`src/rtl/sram_route_pkg.sv`:
```
package sram_route_pkg;

  typedef enum logic [2:0] {
    TGT_NONE  = 3'd0,
    TGT_ITCM  = 3'd1,
    TGT_DTCM  = 3'd2,
    TGT_SYS   = 3'd3,
    TGT_BOOT  = 3'd4,
    TGT_FLASH = 3'd5
  } route_tgt_e;

endpackage

```
`src/rtl/tcm_enable_reg.sv`:
```
module tcm_enable_reg (
  input  logic clk,
  input  logic rst,
  input  logic wr_en,
  input  logic wr_bit,
  output logic tcm_on
);

  // Enable bit: cleared by reset so fetches start from boot memory.
  always_ff @(posedge clk) begin
    if (rst) begin
      tcm_on <= 1'b0;
    end else if (wr_en) begin
      tcm_on <= wr_bit;
    end
  end

endmodule

```
`src/rtl/route_region_match.sv`:
```
module route_region_match #(
  parameter int          ADDR_W    = 32,
  parameter int unsigned TCM_BYTES = 131072,
  parameter int unsigned LOW_BYTES = 32'h0040_0000,
  parameter int unsigned DTCM_BASE = 32'h2000_0000,
  parameter int unsigned SRAM_BASE = 32'h2040_0000,
  parameter int unsigned SRAM_WIN  = 32'h0010_0000
) (
  input  logic [ADDR_W-1:0] addr,
  output logic              hit_low,
  output logic              hit_itcm,
  output logic              hit_dtcm,
  output logic              hit_win,
  output logic [ADDR_W-1:0] dtcm_rel,
  output logic [ADDR_W-1:0] win_rel
);

  localparam logic [ADDR_W-1:0] TCM_A  = ADDR_W'(TCM_BYTES);
  localparam logic [ADDR_W-1:0] LOW_A  = ADDR_W'(LOW_BYTES);
  localparam logic [ADDR_W-1:0] DTCM_A = ADDR_W'(DTCM_BASE);
  localparam logic [ADDR_W-1:0] SYS_A  = ADDR_W'(SRAM_BASE);
  localparam logic [ADDR_W-1:0] WIN_A  = ADDR_W'(SRAM_WIN);

  always_comb begin
    dtcm_rel = addr - DTCM_A;
    win_rel  = addr - SYS_A;
    hit_low  = (addr < LOW_A);
    hit_itcm = (addr < TCM_A);
    hit_dtcm = (addr >= DTCM_A) && (dtcm_rel < TCM_A);
    hit_win  = (addr >= SYS_A) && (win_rel < WIN_A);
  end

endmodule

```
`src/rtl/sram_pool_mapper.sv`:
```
module sram_pool_mapper #(
  parameter int          ADDR_W     = 32,
  parameter int unsigned TCM_BYTES  = 131072,
  parameter int unsigned POOL_BYTES = 393216,
  parameter int          OFF_W      = 19
) (
  input  logic              tcm_on,
  input  logic [ADDR_W-1:0] win_rel,
  output logic [OFF_W-1:0]  sys_off,
  output logic              sys_oor
);

  localparam logic [ADDR_W-1:0] FULL_LIM  = ADDR_W'(POOL_BYTES);
  localparam logic [ADDR_W-1:0] SPLIT_LIM = ADDR_W'(POOL_BYTES - 2 * TCM_BYTES);
  localparam logic [OFF_W-1:0]  SYS_BASE  = OFF_W'(2 * TCM_BYTES);

  logic [ADDR_W-1:0] limit;

  always_comb begin
    limit   = tcm_on ? SPLIT_LIM : FULL_LIM;
    sys_oor = (win_rel >= limit);
    if (sys_oor) begin
      sys_off = '0;
    end else if (tcm_on) begin
      sys_off = SYS_BASE + win_rel[OFF_W-1:0];
    end else begin
      sys_off = win_rel[OFF_W-1:0];
    end
  end

endmodule

```
`src/rtl/route_select.sv`:
```
module route_select
  import sram_route_pkg::*;
#(
  parameter int          ADDR_W    = 32,
  parameter int unsigned TCM_BYTES = 131072,
  parameter int          OFF_W     = 19
) (
  input  logic              is_instr,
  input  logic              tcm_on,
  input  logic [ADDR_W-1:0] addr,
  input  logic              hit_low,
  input  logic              hit_itcm,
  input  logic              hit_dtcm,
  input  logic              hit_win,
  input  logic [ADDR_W-1:0] dtcm_rel,
  input  logic [OFF_W-1:0]  sys_off,
  input  logic              sys_oor,
  output route_tgt_e        tgt,
  output logic [OFF_W-1:0]  off,
  output logic              oor
);

  localparam logic [OFF_W-1:0] DTCM_PHYS = OFF_W'(TCM_BYTES);

  always_comb begin
    tgt = TGT_FLASH;
    off = '0;
    oor = 1'b0;
    if (hit_low) begin
      if (is_instr && tcm_on) begin
        if (hit_itcm) begin
          tgt = TGT_ITCM;
          off = addr[OFF_W-1:0];
        end else begin
          tgt = TGT_FLASH;
        end
      end else begin
        tgt = TGT_BOOT;
      end
    end else if (!is_instr && tcm_on && hit_dtcm) begin
      tgt = TGT_DTCM;
      off = DTCM_PHYS + dtcm_rel[OFF_W-1:0];
    end else if (hit_win) begin
      tgt = TGT_SYS;
      off = sys_off;
      oor = sys_oor;
    end
  end

endmodule

```
`src/rtl/tcm_sram_router.sv`:
```
module tcm_sram_router
  import sram_route_pkg::*;
#(
  parameter int          ADDR_W    = 32,
  parameter int unsigned TCM_KB    = 128,
  parameter int unsigned POOL_KB   = 384,
  parameter int unsigned LOW_BYTES = 32'h0040_0000,
  parameter int unsigned DTCM_BASE = 32'h2000_0000,
  parameter int unsigned SRAM_BASE = 32'h2040_0000,
  parameter int unsigned SRAM_WIN  = 32'h0010_0000,
  localparam int unsigned TCM_BYTES  = TCM_KB * 1024,
  localparam int unsigned POOL_BYTES = POOL_KB * 1024,
  localparam int          OFF_W      = $clog2(POOL_BYTES)
) (
  input  logic              clk,
  input  logic              rst,
  input  logic              reg_we,
  input  logic              reg_wdata,
  input  logic              acc_valid,
  input  logic              acc_is_instr,
  input  logic [ADDR_W-1:0] acc_addr,
  output logic              rsp_valid,
  output logic [2:0]        rsp_target,
  output logic [OFF_W-1:0]  rsp_offset,
  output logic              rsp_oor
);

  logic              tcm_en;
  logic              hit_low, hit_itcm, hit_dtcm, hit_win;
  logic [ADDR_W-1:0] dtcm_rel, win_rel;
  logic [OFF_W-1:0]  sys_off, nxt_off;
  logic              sys_oor, nxt_oor;
  route_tgt_e        nxt_tgt;

  tcm_enable_reg u_en (
    .clk    (clk),
    .rst    (rst),
    .wr_en  (reg_we),
    .wr_bit (reg_wdata),
    .tcm_on (tcm_en)
  );

  route_region_match #(
    .ADDR_W    (ADDR_W),
    .TCM_BYTES (TCM_BYTES),
    .LOW_BYTES (LOW_BYTES),
    .DTCM_BASE (DTCM_BASE),
    .SRAM_BASE (SRAM_BASE),
    .SRAM_WIN  (SRAM_WIN)
  ) u_match (
    .addr     (acc_addr),
    .hit_low  (hit_low),
    .hit_itcm (hit_itcm),
    .hit_dtcm (hit_dtcm),
    .hit_win  (hit_win),
    .dtcm_rel (dtcm_rel),
    .win_rel  (win_rel)
  );

  sram_pool_mapper #(
    .ADDR_W     (ADDR_W),
    .TCM_BYTES  (TCM_BYTES),
    .POOL_BYTES (POOL_BYTES),
    .OFF_W      (OFF_W)
  ) u_map (
    .tcm_on  (tcm_en),
    .win_rel (win_rel),
    .sys_off (sys_off),
    .sys_oor (sys_oor)
  );

  route_select #(
    .ADDR_W    (ADDR_W),
    .TCM_BYTES (TCM_BYTES),
    .OFF_W     (OFF_W)
  ) u_sel (
    .is_instr (acc_is_instr),
    .tcm_on   (tcm_en),
    .addr     (acc_addr),
    .hit_low  (hit_low),
    .hit_itcm (hit_itcm),
    .hit_dtcm (hit_dtcm),
    .hit_win  (hit_win),
    .dtcm_rel (dtcm_rel),
    .sys_off  (sys_off),
    .sys_oor  (sys_oor),
    .tgt      (nxt_tgt),
    .off      (nxt_off),
    .oor      (nxt_oor)
  );

  // Registered result stage; idle cycles drive all-zero outputs.
  always_ff @(posedge clk) begin
    if (rst || !acc_valid) begin
      rsp_valid  <= 1'b0;
      rsp_target <= TGT_NONE;
      rsp_offset <= '0;
      rsp_oor    <= 1'b0;
    end else begin
      rsp_valid  <= 1'b1;
      rsp_target <= nxt_tgt;
      rsp_offset <= nxt_off;
      rsp_oor    <= nxt_oor;
    end
  end

endmodule

```
`config.mk`:
```
export PLATFORM = sky130hd
export DESIGN_NAME = tcm_sram_router
export DESIGN_NICKNAME = d
export VERILOG_FILES = /design/src/rtl/sram_route_pkg.sv /design/src/rtl/tcm_enable_reg.sv /design/src/rtl/route_region_match.sv /design/src/rtl/sram_pool_mapper.sv /design/src/rtl/route_select.sv /design/src/rtl/tcm_sram_router.sv
export SDC_FILE = /design/constraint.sdc
export NUM_CORES = 1
export LEC_CHECK = 0
export ABC_AREA = 1
export BUFFER_PORTS_ARGS = -buffer_cell sky130_fd_sc_hd__buf_2
export CORE_ASPECT_RATIO = 0.7
export CORE_MARGIN = 2
export CORE_UTILIZATION = 40
export CTS_CLUSTER_SIZE = 28
export DETAILED_ROUTE_END_ITERATION = 7
export GPL_ROUTABILITY_DRIVEN = 0
export PLACE_DENSITY_LB_ADDON = 0.08
export SETUP_SLACK_MARGIN = 0.3
export SLEW_MARGIN = 25
export SYNTH_ARGS = -nofsm -noshare
export SYNTH_HDL_FRONTEND = slang
export SYNTH_SLANG_ARGS = --single-unit
export TNS_END_PERCENT = 20
```
`constraint.sdc`:
```
create_clock -name clk -period 1.9 [get_ports clk]
set_input_delay 0.19 -clock clk [delete_from_list [all_inputs] [get_ports clk]]
set_output_delay 0.19 -clock clk [all_outputs]
set_load 0.05 [all_outputs]
```
==> impl_metrics.json <==
{
  "cts_sinks": 25,
  "crit_family": "simple AND/OR/NAND/NOR gates",
  "routed_wirelength_um": 3160,
  "overflow": 0,
  "fin_crit_sh_pct": 83.1,
  "layout.area.seq_um2": 502,
  "n_antenna_cell": 0,
  "peakVddDrop_v": 0.000347,
  "arrival_ns": 1.74,
  "cts-htree-levels": 1,
  "path_max_fanout": 8,
  "worstHoldStart": "rst",
  "ctsHoldBuffers": 0,
  "worstPathRequired_ns": 2.06,
  "coreArea_um2": 3210,
  "ff2ff_path_depth": 12,
  "status": "complete, no violations",
  "worst_path_max_delay_cell": "dfxtp_2",
  "antenna_found_initial": 0,
  "hp-class": "input port to flip-flop",
  "setup_ws_ns": 0.321,
  "setup_viol_count_final": 0,
  "grt_use_total_pct": 18.8,
  "netlist_instances": 198,
  "tightestPinTransition_ns": 0.277,
  "maxCapViolations": 0,
  "drtIter0Drc": 74,
  "finalPower_uw": 1020,
  "drc": 0,
  "yosys_warnings": 0,
  "clock_skew_ns": 0.00231,
  "clockRootBuffer": "clkbuf_8",
  "cp_cell_sequence": "ha_4 -> nand2_4 -> inv_2 -> nand2_2 -> nor2_1 -> nand2_1 -> nor2_2 -> a21oi_2 -> nand3_2 -> nand2_4 -> nand2_8 -> nor2_2",
  "reg2reg_setup_slack_ns": 0.32,
  "fillCellCount": 319,
  "worstSetupPathType": "flip-flop to flip-flop",
  "post_drt_via_cell_ratio": 4.31,
  "area_delta_synth_final_pct": 37.9,
  "crit_start": "u_en.tcm_on$_SDFFE_PP0P_",
  "dpl.hpwl_um": 2540,
  "firstDrtPassIters": 4,
  "cts_buffers": 3,
  "fin_nets": 314,
  "hold_viol_final": 0,
  "power_density_nw_per_um2": 536,
  "finalNonFillerCells": 316,
  "ys_seq_area_share_pct": 36.3,
  "r2r-start": "u_en.tcm_on$_SDFFE_PP0P_",
  "worst_setup_path_end_kind": "flip-flop",
  "grt_setup_unrepaired": "true",
  "hold_end": "u_en.tcm_on$_SDFFE_PP0P_",
  "cts_buffer_depth": 2,
  "grt_pass1_wl_um": 5580,
  "grt_start_max_net_pins": 19,
  "hold_depth": 2,
  "crit_path_start_kind": "flip-flop",
  "die_w_um": 74.2,
  "dr_total_vias": 1361,
  "post_drt_wl_per_cell_um": 10.0,
  "clk_latency_ns": 0.26,
  "fp.dieH_um": 53.1,
  "layout_min_cycle_time_ns": 1.58,
  "p_leak_uw": 0.00103,
  "io_buffers": 61,
  "dp_slack_ns": -0.0158,
  "slew_viol_final": 0,
  "avgSynthCellArea_um2": 6.96,
  "fmax_ghz": 0.633,
  "ys_types": 24,
  "initial_utilization_pct": 42.9,
  "cts_tree": "done",
  "r2r-end": "rsp_offset[8]$_SDFF_PN0_",
  "hold_slack_ns": 0.0879,
  "multi_input_area_um2": 840,
  "syn_nets": 242,
  "tns_ns": 0,
  "postRouteAntennaNets": 0,
  "io_pins": 62,
  "cp_slowest_stage_delay_ns": 0.35,
  "grt_pass1_vias": 1240,
  "slew_headroom_pct": 81.4,
  "syn_area_um2": 1380,
  "placedCellCount": 307,
  "ys_seq_elements": 25,
  "path_clk_slew_ns": 0.08,
  "rows": 17,
  "critical_path_buf_inv_count": 1,
  "fp.dieArea_um2": 3940,
  "final_layout_size_suffix_gt1_share_pct": 41.3
}
[power breakdown]
group          internal [µW]  switching [µW]
sequential               528            2.15
combinational           77.3             113
clock                    146             152
[metal layers]
| layer | track usage (%) | up-vias | share of wire (%) |
|---|---|---|---|
| li1 | - | 746 | - |
| met1 | 27.8 | 568 | 55 |
| met2 | 27.2 | 45 | 37 |
| met3 | 4.76 | 2 | 7.1 |
| met4 | 3.64 | 0 | 0.44 |
| met5 | 0 | - | 0 |
[worst max-delay path by stage]
stage	end	slack, ns	depth (start not counted)
finish	rsp_offset[8]$_SDFF_PN0_	0.32	12
global route	rsp_offset[8]$_SDFF_PN0_	0.18	12
CTS	rsp_offset[9]$_SDFF_PN0_	0.26	12
detailed placement	rsp_offset[6]$_SDFF_PN0_	-0.02	10
global placement	rsp_offset[6]$_SDFF_PN0_	0.007	10
floorplan	rsp_offset[10]$_SDFF_PN0_	0.31	13
[flip-flops by register name, summed over array words and instances (netlist names)]
register	flops
rsp_valid	1
rsp_offset	19
rsp_target	3
u_en.tcm_on	1
rsp_oor	1
[cell usage after synthesis]
cell	instances	area (µm²)
a21oi_1	5	25.0
a21oi_2	1	8.76
and2_0	1	6.26
buf_2	1	5.00
buf_6	1	11.3
dfxtp_1	25	500
ha_1	6	75.1
inv_1	26	97.6
inv_2	2	7.51
mux2i_1	1	10.0
nand2_1	49	184
nand2_2	7	43.8
nand2_4	1	11.3
nand3_1	10	50.1
nand3_2	3	30.0
nand3b_1	1	7.51
nand4_1	1	6.26
nor2_1	35	131
nor2_2	11	68.8
nor2_4	4	45.0
nor3_1	2	10.0
nor4_4	1	21.3
o21ai_1	3	15.0
o21bai_1	1	7.51
[per-stage QoR]
stage | util (%) | cell area, µm²
6_report | 59.2 | 1900
2_1_floorplan | - | 1380
3_3_place_gp | 54.5 | 1750
5_1_grt | 59.2 | 1900
3_5_place_dp | 54.5 | 1750
4_1_cts | 57.8 | 1860
[worst register-to-register path, cell delays in order, from the launching register on]
cell and delay (ns):
dfxtp_2 0.35, ha_4 0.28, nand2_4 0.05, inv_2 0.05, nand2_2 0.03, nor2_1 0.10
nand2_1 0.06, nor2_2 0.11, a21oi_2 0.07, nand3_2 0.09, nand2_4 0.11, nand2_8 0.15
nor2_2 0.04
[cell type report]
type	count	share of cell area, %
multi-input combinational	145	44.1
tap	47	3.09
inverter	28	5.53
timing repair buffer	67	18.4
sequential	25	26.4
clock buffer	3	2.17
clock inverter	1	0.263
[timing repair]
item,CTS,global route
setup buffers,1,2
pin swaps,4,9
resized for setup,5,8
endpoints found under the setup margin,17,22
cloned,2,0
[layout by cell type (no fill, tap or decap), drive strengths merged]
cell type,instances
nor3,2
o21bai,1
nand3b,1
clkinv,1
inv,28
clkbuf,3
o21ai,3
nand2,59
nor2,50
ha,6
nand3,13
nand4,1
a21oi,6
nor4,1
buf,67
mux2i,1
and2,1
dfxtp,25
[kinds of logic after synthesis]
| kind of cell | share of synthesized area [%] |
|---|---|
| simple gates | 44.6 |
| buf+inv | 8.80 |
| flops | 36.3 |
| compound gates | 4.08 |
| fa+ha+maj | 5.44 |
| mux | 0.726 |
(Power assumes the default switching activity.)
